===== src/rtl/vcmp_pkg.sv =====
package vcmp_pkg;
  typedef enum logic [1:0] {
    ST_IDLE  = 2'd0,
    ST_WALK  = 2'd1,
    ST_WRITE = 2'd2
  } seq_state_t;

  localparam logic [2:0] CMP_EQ  = 3'b000;
  localparam logic [2:0] CMP_NE  = 3'b001;
  localparam logic [2:0] CMP_LT  = 3'b100;
  localparam logic [2:0] CMP_GE  = 3'b101;
  localparam logic [2:0] CMP_LTU = 3'b110;
  localparam logic [2:0] CMP_GEU = 3'b111;
endpackage


===== src/rtl/vcmp_addr_gen.sv =====
module vcmp_addr_gen #(
  parameter int NREG = 32,
  parameter int IW   = 5,
  localparam int AW  = $clog2(NREG)
) (
  input  logic [AW-1:0] base,
  input  logic          is_vec,
  input  logic [IW-1:0] idx,
  output logic [AW-1:0] addr
);
  function automatic logic [AW-1:0] elem_addr(input logic [AW-1:0] b,
                                              input logic v,
                                              input logic [IW-1:0] i);
    int unsigned sum;
    if (!v) return b;
    sum = int'(b) + int'(i);
    return AW'(sum % NREG);
  endfunction

  assign addr = elem_addr(base, is_vec, idx);

  always_comb begin
    if (!is_vec)
      assert_scalar_fixed_R5: assert (addr == base);
  end
endmodule


===== src/rtl/vcmp_elem_cmp.sv =====
module vcmp_elem_cmp
  import vcmp_pkg::*;
#(
  parameter int XLEN = 32
) (
  input  logic [2:0]      sel,
  input  logic [XLEN-1:0] a,
  input  logic [XLEN-1:0] b,
  output logic            hit
);
  function automatic logic cmp_eval(input logic [2:0] f,
                                    input logic [XLEN-1:0] x,
                                    input logic [XLEN-1:0] y);
    case (f)
      CMP_EQ:  return x == y;
      CMP_NE:  return x != y;
      CMP_LT:  return $signed(x) <  $signed(y);
      CMP_GE:  return $signed(x) >= $signed(y);
      CMP_LTU: return x <  y;
      CMP_GEU: return x >= y;
      default: return 1'b0;
    endcase
  endfunction

  assign hit = cmp_eval(sel, a, b);

  always_comb begin
    if (sel == 3'b010 || sel == 3'b011)
      assert_reserved_false_R4: assert (!hit);
  end
endmodule


===== src/rtl/vcmp_mask_acc.sv =====
module vcmp_mask_acc #(
  parameter int XLEN = 32,
  localparam int IW  = $clog2(XLEN)
) (
  input  logic            clk,
  input  logic            rst_n,
  input  logic            clear,
  input  logic            set_en,
  input  logic [IW-1:0]   idx,
  input  logic            hit,
  output logic [XLEN-1:0] mask
);
  always_ff @(posedge clk or negedge rst_n) begin
    if (!rst_n)
      mask <= '0;
    else if (clear)
      mask <= '0;
    else if (set_en && hit)
      mask[idx] <= 1'b1;
  end

  assert_clear_zero_R6: assert property (@(posedge clk) disable iff (!rst_n)
    clear |=> (mask == '0));

  assert_miss_keeps_R6: assert property (@(posedge clk) disable iff (!rst_n)
    (!clear && !(set_en && hit)) |=> $stable(mask));
endmodule


===== src/rtl/vcmp_seq.sv =====
module vcmp_seq
  import vcmp_pkg::*;
#(
  parameter int XLEN = 32,
  parameter int NREG = 32,
  localparam int AW  = $clog2(NREG),
  localparam int IW  = $clog2(XLEN),
  localparam int VW  = $clog2(XLEN + 1) + 1
) (
  input  logic            clk,
  input  logic            rst_n,
  input  logic            start,
  input  logic [2:0]      funct3,
  input  logic [AW-1:0]   src1_idx,
  input  logic [AW-1:0]   src2_idx,
  input  logic            src1_vec,
  input  logic            src2_vec,
  input  logic [AW-1:0]   pred_dst,
  input  logic [VW-1:0]   vl,
  output logic [AW-1:0]   rd1_addr,
  input  logic [XLEN-1:0] rd1_data,
  output logic [AW-1:0]   rd2_addr,
  input  logic [XLEN-1:0] rd2_data,
  output logic            wr_en,
  output logic [AW-1:0]   wr_addr,
  output logic [XLEN-1:0] wr_data,
  output logic            busy,
  output logic            done,
  output logic            scalar_take
);
  function automatic logic [VW-1:0] clamp_len(input logic [VW-1:0] req);
    return (req > VW'(XLEN)) ? VW'(XLEN) : req;
  endfunction

  seq_state_t     state_q;
  logic [IW-1:0]  idx_q, last_q;
  logic [2:0]     f3_q;
  logic [AW-1:0]  base_q [2];
  logic [1:0]     vec_q;
  logic [AW-1:0]  dst_q;
  logic           scalar_q;

  logic [VW-1:0]  vl_eff;
  logic           any_vec, accept, vec_accept, scalar_accept, zero_len;
  logic           elem_step, walk_end;
  logic [AW-1:0]  rd_addr_w [2];
  logic           elem_hit;
  logic [XLEN-1:0] mask_w;

  assign vl_eff        = clamp_len(vl);
  assign any_vec       = src1_vec | src2_vec;
  assign accept        = start && (state_q == ST_IDLE);
  assign vec_accept    = accept && any_vec;
  assign scalar_accept = accept && !any_vec;
  assign zero_len      = (vl_eff == '0);
  assign elem_step     = (state_q == ST_WALK);
  assign walk_end      = elem_step && (idx_q == last_q);

  always_ff @(posedge clk or negedge rst_n) begin
    if (!rst_n) begin
      state_q   <= ST_IDLE;
      idx_q     <= '0;
      last_q    <= '0;
      f3_q      <= '0;
      base_q[0] <= '0;
      base_q[1] <= '0;
      vec_q     <= '0;
      dst_q     <= '0;
      scalar_q  <= 1'b0;
    end else begin
      scalar_q <= scalar_accept;
      case (state_q)
        ST_IDLE: begin
          if (vec_accept) begin
            f3_q      <= funct3;
            base_q[0] <= src1_idx;
            base_q[1] <= src2_idx;
            vec_q     <= {src2_vec, src1_vec};
            dst_q     <= pred_dst;
            idx_q     <= '0;
            last_q    <= IW'(vl_eff - VW'(1));
            state_q   <= zero_len ? ST_WRITE : ST_WALK;
          end
        end
        ST_WALK: begin
          if (walk_end) state_q <= ST_WRITE;
          else          idx_q   <= idx_q + IW'(1);
        end
        ST_WRITE: state_q <= ST_IDLE;
        default:  state_q <= ST_IDLE;
      endcase
    end
  end

  for (genvar p = 0; p < 2; p++) begin : g_port
    vcmp_addr_gen #(.NREG(NREG), .IW(IW)) u_addr (
      .base   (base_q[p]),
      .is_vec (vec_q[p]),
      .idx    (idx_q),
      .addr   (rd_addr_w[p])
    );
  end

  assign rd1_addr = rd_addr_w[0];
  assign rd2_addr = rd_addr_w[1];

  vcmp_elem_cmp #(.XLEN(XLEN)) u_cmp (
    .sel (f3_q),
    .a   (rd1_data),
    .b   (rd2_data),
    .hit (elem_hit)
  );

  vcmp_mask_acc #(.XLEN(XLEN)) u_acc (
    .clk    (clk),
    .rst_n  (rst_n),
    .clear  (vec_accept),
    .set_en (elem_step),
    .idx    (idx_q),
    .hit    (elem_hit),
    .mask   (mask_w)
  );

  assign busy        = elem_step;
  assign wr_en       = (state_q == ST_WRITE);
  assign done        = wr_en;
  assign wr_addr     = dst_q;
  assign wr_data     = mask_w;
  assign scalar_take = scalar_q;

  assert_single_done_R8: assert property (@(posedge clk) disable iff (!rst_n)
    done |=> !done);

  assert_no_overlap_R8: assert property (@(posedge clk) disable iff (!rst_n)
    !(busy && wr_en));

  assert_end_then_write_R8: assert property (@(posedge clk) disable iff (!rst_n)
    walk_end |=> (wr_en && !busy));

  assert_scalar_quiet_R7: assert property (@(posedge clk) disable iff (!rst_n)
    scalar_accept |=> (scalar_take && !busy && !wr_en));

  assert_zero_len_R9: assert property (@(posedge clk) disable iff (!rst_n)
    (vec_accept && zero_len) |=> (wr_en && wr_data == '0 && !busy));

  assert_hold_target_R11: assert property (@(posedge clk) disable iff (!rst_n)
    (busy && start) |=> $stable(dst_q) && $stable(f3_q));
endmodule


===== config.mk =====
export PLATFORM = sky130hd
export DESIGN_NAME = vcmp_seq
export DESIGN_NICKNAME = d
export VERILOG_FILES = /design/src/rtl/vcmp_pkg.sv /design/src/rtl/vcmp_addr_gen.sv /design/src/rtl/vcmp_elem_cmp.sv /design/src/rtl/vcmp_mask_acc.sv /design/src/rtl/vcmp_seq.sv
export SDC_FILE = /design/constraint.sdc
export NUM_CORES = 1
export LEC_CHECK = 0
export ABC_CLOCK_PERIOD_IN_PS = 2000
export CAP_MARGIN = 40
export CORE_ASPECT_RATIO = 1.25
export CORE_MARGIN = 3
export CORE_UTILIZATION = 36
export CTS_BUF_LIST = sky130_fd_sc_hd__clkbuf_8 sky130_fd_sc_hd__clkbuf_16
export DETAILED_ROUTE_END_ITERATION = 6
export PLACE_DENSITY = 0.65
export SYNTH_ARGS = -nofsm -noshare
export SYNTH_HDL_FRONTEND = slang
export SYNTH_SLANG_ARGS = --single-unit

===== constraint.sdc =====
create_clock -name clk -period 2 [get_ports clk]
set_input_delay 0.2 -clock clk [delete_from_list [all_inputs] [get_ports clk]]
set_output_delay 0.2 -clock clk [all_outputs]
set_load 0.03 [all_outputs]

==> results.md <==
* Start-to-end type of the worst setup path: register to output port
* Pin count of the biggest net entering global routing at 41
* Vias at 4176
* Post-layout total power at 8.93 mW
* Worst hold slack across all endpoints at 397 ps
* Number of input and output port buffers inserted at 144
* Die outline height at 129 um
* Number of nets in the layout at 814
* Total I/O pin count at 145
* Number of antenna violations at the first check in global routing at 0
* Max Clk Rate at 430 MHz
* Portion of the clock cycle consumed by the worst path in the final layout at 116%
* Top FF cell, synth: sky130_fd_sc_hd__dfrtp_1
* Die X-Extent at 104 um
* Number of levels in the clock H-tree at 3
* Transition time at the pin with the least slew margin at 728 ps
* Diode count at 0
* First DRT Iteration DRCs at 150
* Kind of end point of the critical path: output port
* Die area at 0.0135 mm2
* DRT antenna net count at 0
* Placed cell areas at 0.00635 mm2
* Total number of placement rows at 44
* Aggregate global routing overflow at 0
* Final weighted congestion of routability-driven global placement at 0.761
* Count of clock tree sinks at 65
* Number of hold violations in the final report at 0
* Tot GR Track Use at 19.7%
* Final count of negative-setup-slack endpoints at 40
* Number of cells produced by synthesis at 486
* Fraction of layout instances using a drive strength above 1 at 40.5%
* Length of the first detailed-routing pass in iterations at 4
* Maximum count of clock buffers along a single path at 2
* Syn_nets at 628
* Post-route worst setup slack at -327 ps
* CTS tree: yes
* Count of yosys warnings during synthesis at 0
* Final period demand of the worst path at 2330 ps
* DRC viols at 0
* Max-slew headroom at 51.5%
* Min-Delay Path Class: input port to register
* Leakage power figure at 3.33 nW
* Final WL at 13.3 mm
* Signal arrival time at the worst endpoint at 2130 ps
* PwrDens at 1180 mW/mm2
* Dpl hpwl at 9.50 mm
* Post-layout util at 64.5%
* Area Overhead vs Synth at 73.6%
* Final Max Tran Viols at 0
* Average wire per cell in the routed design at 15.8 um
* Startpoint type of the worst setup path: register
* Run status: complete, but fails checks
* Non-Filler Cell Area, Final at 0.00756 mm2
* Yosys reg bits at 65
* Setup repair after global routing missed its margin: yes
* Effective utilization at floorplan at 37.2%
* Total standard cell area after synthesis at 0.00436 mm2
* Number of CTS-inserted buffers at 9
* Number of unique standard cell types used by synthesis at 51
* First-pass GRT wire length at 21.3 mm
* Worst-case vdd ir drop at 695 uV
* Placeable Area at 0.0117 mm2
* Maximum fanout along the worst path at 3
* EDFF count, synth at 0
* Endpoint required time on the critical path at 1800 ps
* Portion of the post-synthesis area used by sequential elements at 37.3%
* Failing checks: negative setup slack
* Asr flop ratio synth at 100%
* Master cell of the clock root buffer: sky130_fd_sc_hd__clkbuf_16
* Clock skew after layout at 5.26 ps
* Routed vias/inst at 4.98
* Max Cap Violations at 0
* Synthesized area per cell at 8.97 um2
* Clk Latency, worst-skew pair at 330 ps
* Clock transition time at the flip-flop clock pins of the worst setup and hold paths at 50 ps
* Number of global-route vias before repair at 4352
path summary, 6_finish.rpt:
check                            endpoint  cells past startpoint  slack, ps        start
max reg2reg                u_acc.mask[17]                      6       -100   state_q[1]
min reg2reg                    wr_addr[4]                      2        470   wr_addr[4]
min in group asynchronous      wr_addr[4]                      2        480        rst_n
min                            wr_addr[4]                      3        400  pred_dst[4]
max                           rd1_addr[4]                     10       -330     idx_q[0]
max in group asynchronous       base_q[6]                      3        830        rst_n
per-layer routing:
layer	GRT usage (%)	part of all wire, %	vias to the layer above
li1	-	-	2042
met2	36.7	54	113
met3	4.09	5.1	17
met5	0	0	-
met1	22.0	39	2004
met4	7.82	2.2	0
flip-flops by register name, indices dropped and copies added (netlist names):
signal	cells
scalar_take	1
vec_q	2
state_q	2
wr_addr	5
last_q	5
f3_q	3
base_q	10
idx_q	5
u_acc.mask	32
layout by cell type (no fill, tap or decap), types with 4 or more instances in the layout:
master / Yosys / routed
sky130_fd_sc_hd__a21o_1: 6 / 6
sky130_fd_sc_hd__a21oi_1: 19 / 10
sky130_fd_sc_hd__a21oi_2: 2 / 10
sky130_fd_sc_hd__buf_12: 0 / 7
sky130_fd_sc_hd__buf_16: 0 / 4
sky130_fd_sc_hd__buf_2: 3 / 23
sky130_fd_sc_hd__buf_4: 1 / 38
sky130_fd_sc_hd__buf_6: 2 / 33
sky130_fd_sc_hd__clkbuf_16: 0 / 10
sky130_fd_sc_hd__clkdlybuf4s50_1: 0 / 68
sky130_fd_sc_hd__dfrtp_1: 65 / 64
sky130_fd_sc_hd__dlygate4sd2_1: 0 / 23
sky130_fd_sc_hd__ha_1: 46 / 13
sky130_fd_sc_hd__ha_4: 0 / 30
sky130_fd_sc_hd__inv_1: 45 / 17
sky130_fd_sc_hd__inv_2: 0 / 26
sky130_fd_sc_hd__inv_4: 0 / 5
sky130_fd_sc_hd__mux2_4: 0 / 4
sky130_fd_sc_hd__nand2_1: 103 / 100
sky130_fd_sc_hd__nand3_1: 21 / 7
sky130_fd_sc_hd__nand3_2: 1 / 11
sky130_fd_sc_hd__nand3_4: 0 / 4
sky130_fd_sc_hd__nand4_1: 8 / 8
sky130_fd_sc_hd__nand4b_1: 15 / 15
sky130_fd_sc_hd__nor2_1: 12 / 12
sky130_fd_sc_hd__nor3_1: 5 / 5
sky130_fd_sc_hd__nor3b_1: 5 / 5
sky130_fd_sc_hd__o21ai_0: 27 / 10
sky130_fd_sc_hd__o21ai_2: 1 / 15
sky130_fd_sc_hd__o31ai_2: 14 / 6
sky130_fd_sc_hd__o31ai_4: 1 / 11
sky130_fd_sc_hd__xnor2_1: 12 / 8
sky130_fd_sc_hd__xor2_1: 6 / 6
Yosys cell counts (8+ instances only):
master	count	share of area, %
sky130_fd_sc_hd__a21oi_1	19	2.2
sky130_fd_sc_hd__clkbuf_1	15	1.3
sky130_fd_sc_hd__dfrtp_1	65	37
sky130_fd_sc_hd__ha_1	46	13
sky130_fd_sc_hd__inv_1	45	3.9
sky130_fd_sc_hd__nand2_1	103	8.9
sky130_fd_sc_hd__nand3_1	21	2.4
sky130_fd_sc_hd__nand4_1	8	1.1
sky130_fd_sc_hd__nand4b_1	15	3.0
sky130_fd_sc_hd__nor2_1	12	1.0
sky130_fd_sc_hd__o21ai_0	27	3.1
sky130_fd_sc_hd__o31ai_2	14	4.0
sky130_fd_sc_hd__xnor2_1	12	2.4
worst max-delay path, stage by stage, from the launching register on:
cell and delay [ps]:
sky130_fd_sc_hd__dfrtp_2 460, sky130_fd_sc_hd__ha_4 180, sky130_fd_sc_hd__inv_2 50, sky130_fd_sc_hd__fa_2 200
sky130_fd_sc_hd__inv_2 40, sky130_fd_sc_hd__a21o_1 160, sky130_fd_sc_hd__a21oi_2 160, sky130_fd_sc_hd__xnor2_2 140
sky130_fd_sc_hd__nand2_2 110, sky130_fd_sc_hd__xnor2_4 160, sky130_fd_sc_hd__buf_6 150
final cells by class:
cell class | instances | area [um2]
tap | 161 | 201
inverter | 45 | 181
fill | 963 | 4160
multi-input combinational | 348 | 3280
clock inverter | 6 | 51.3
timing repair buffer | 203 | 1990
clock buffer | 10 | 239
sequential | 65 | 1630
cell families after synthesis:
kind of cell    count (synthesis)  share of synthesized area (%)
fa+ha+maj                      48                           14.1
mux                            10                           2.50
simple gates                  183                           20.4
compound gates                 89                           14.9
xor+xnor                       18                           3.62
flops                          65                           37.3
buf+inv                        73                           7.09
stage by stage:
| step | std cells | TNS [ps] | setup slack (ps) |
|---|---|---|---|
| after floorplan | 486 | -5670 | -201 |
| after global placement | 794 | -28010 | -929 |
| after detailed placement | 794 | -28680 | -946 |
| after CTS | 827 | -3780 | -403 |
| after global routing | 838 | -7980 | -439 |
| final | 838 | -4210 | -327 |
power breakdown:
part,switching [mW],leakage (nW),internal (mW)
registers,0.355,0.852,1.65
clock network,0.540,0.156,0.979
logic,2.83,2.32,2.57
total,3.73,3.33,5.21
timing repair:
| action | CTS | global route |
|---|---|---|
| endpoints found under the setup margin | 43 | 40 |
| gates resized for setup | 319 | 54 |
| pin swaps | 54 | 41 |
| setup buffers | 12 | 12 |
| hold buffers | 1 | 0 |
| cloned | 5 | 1 |
| endpoints found under the hold margin | 28 | 0 |
Note: power is estimated with default switching activity, not from simulation.
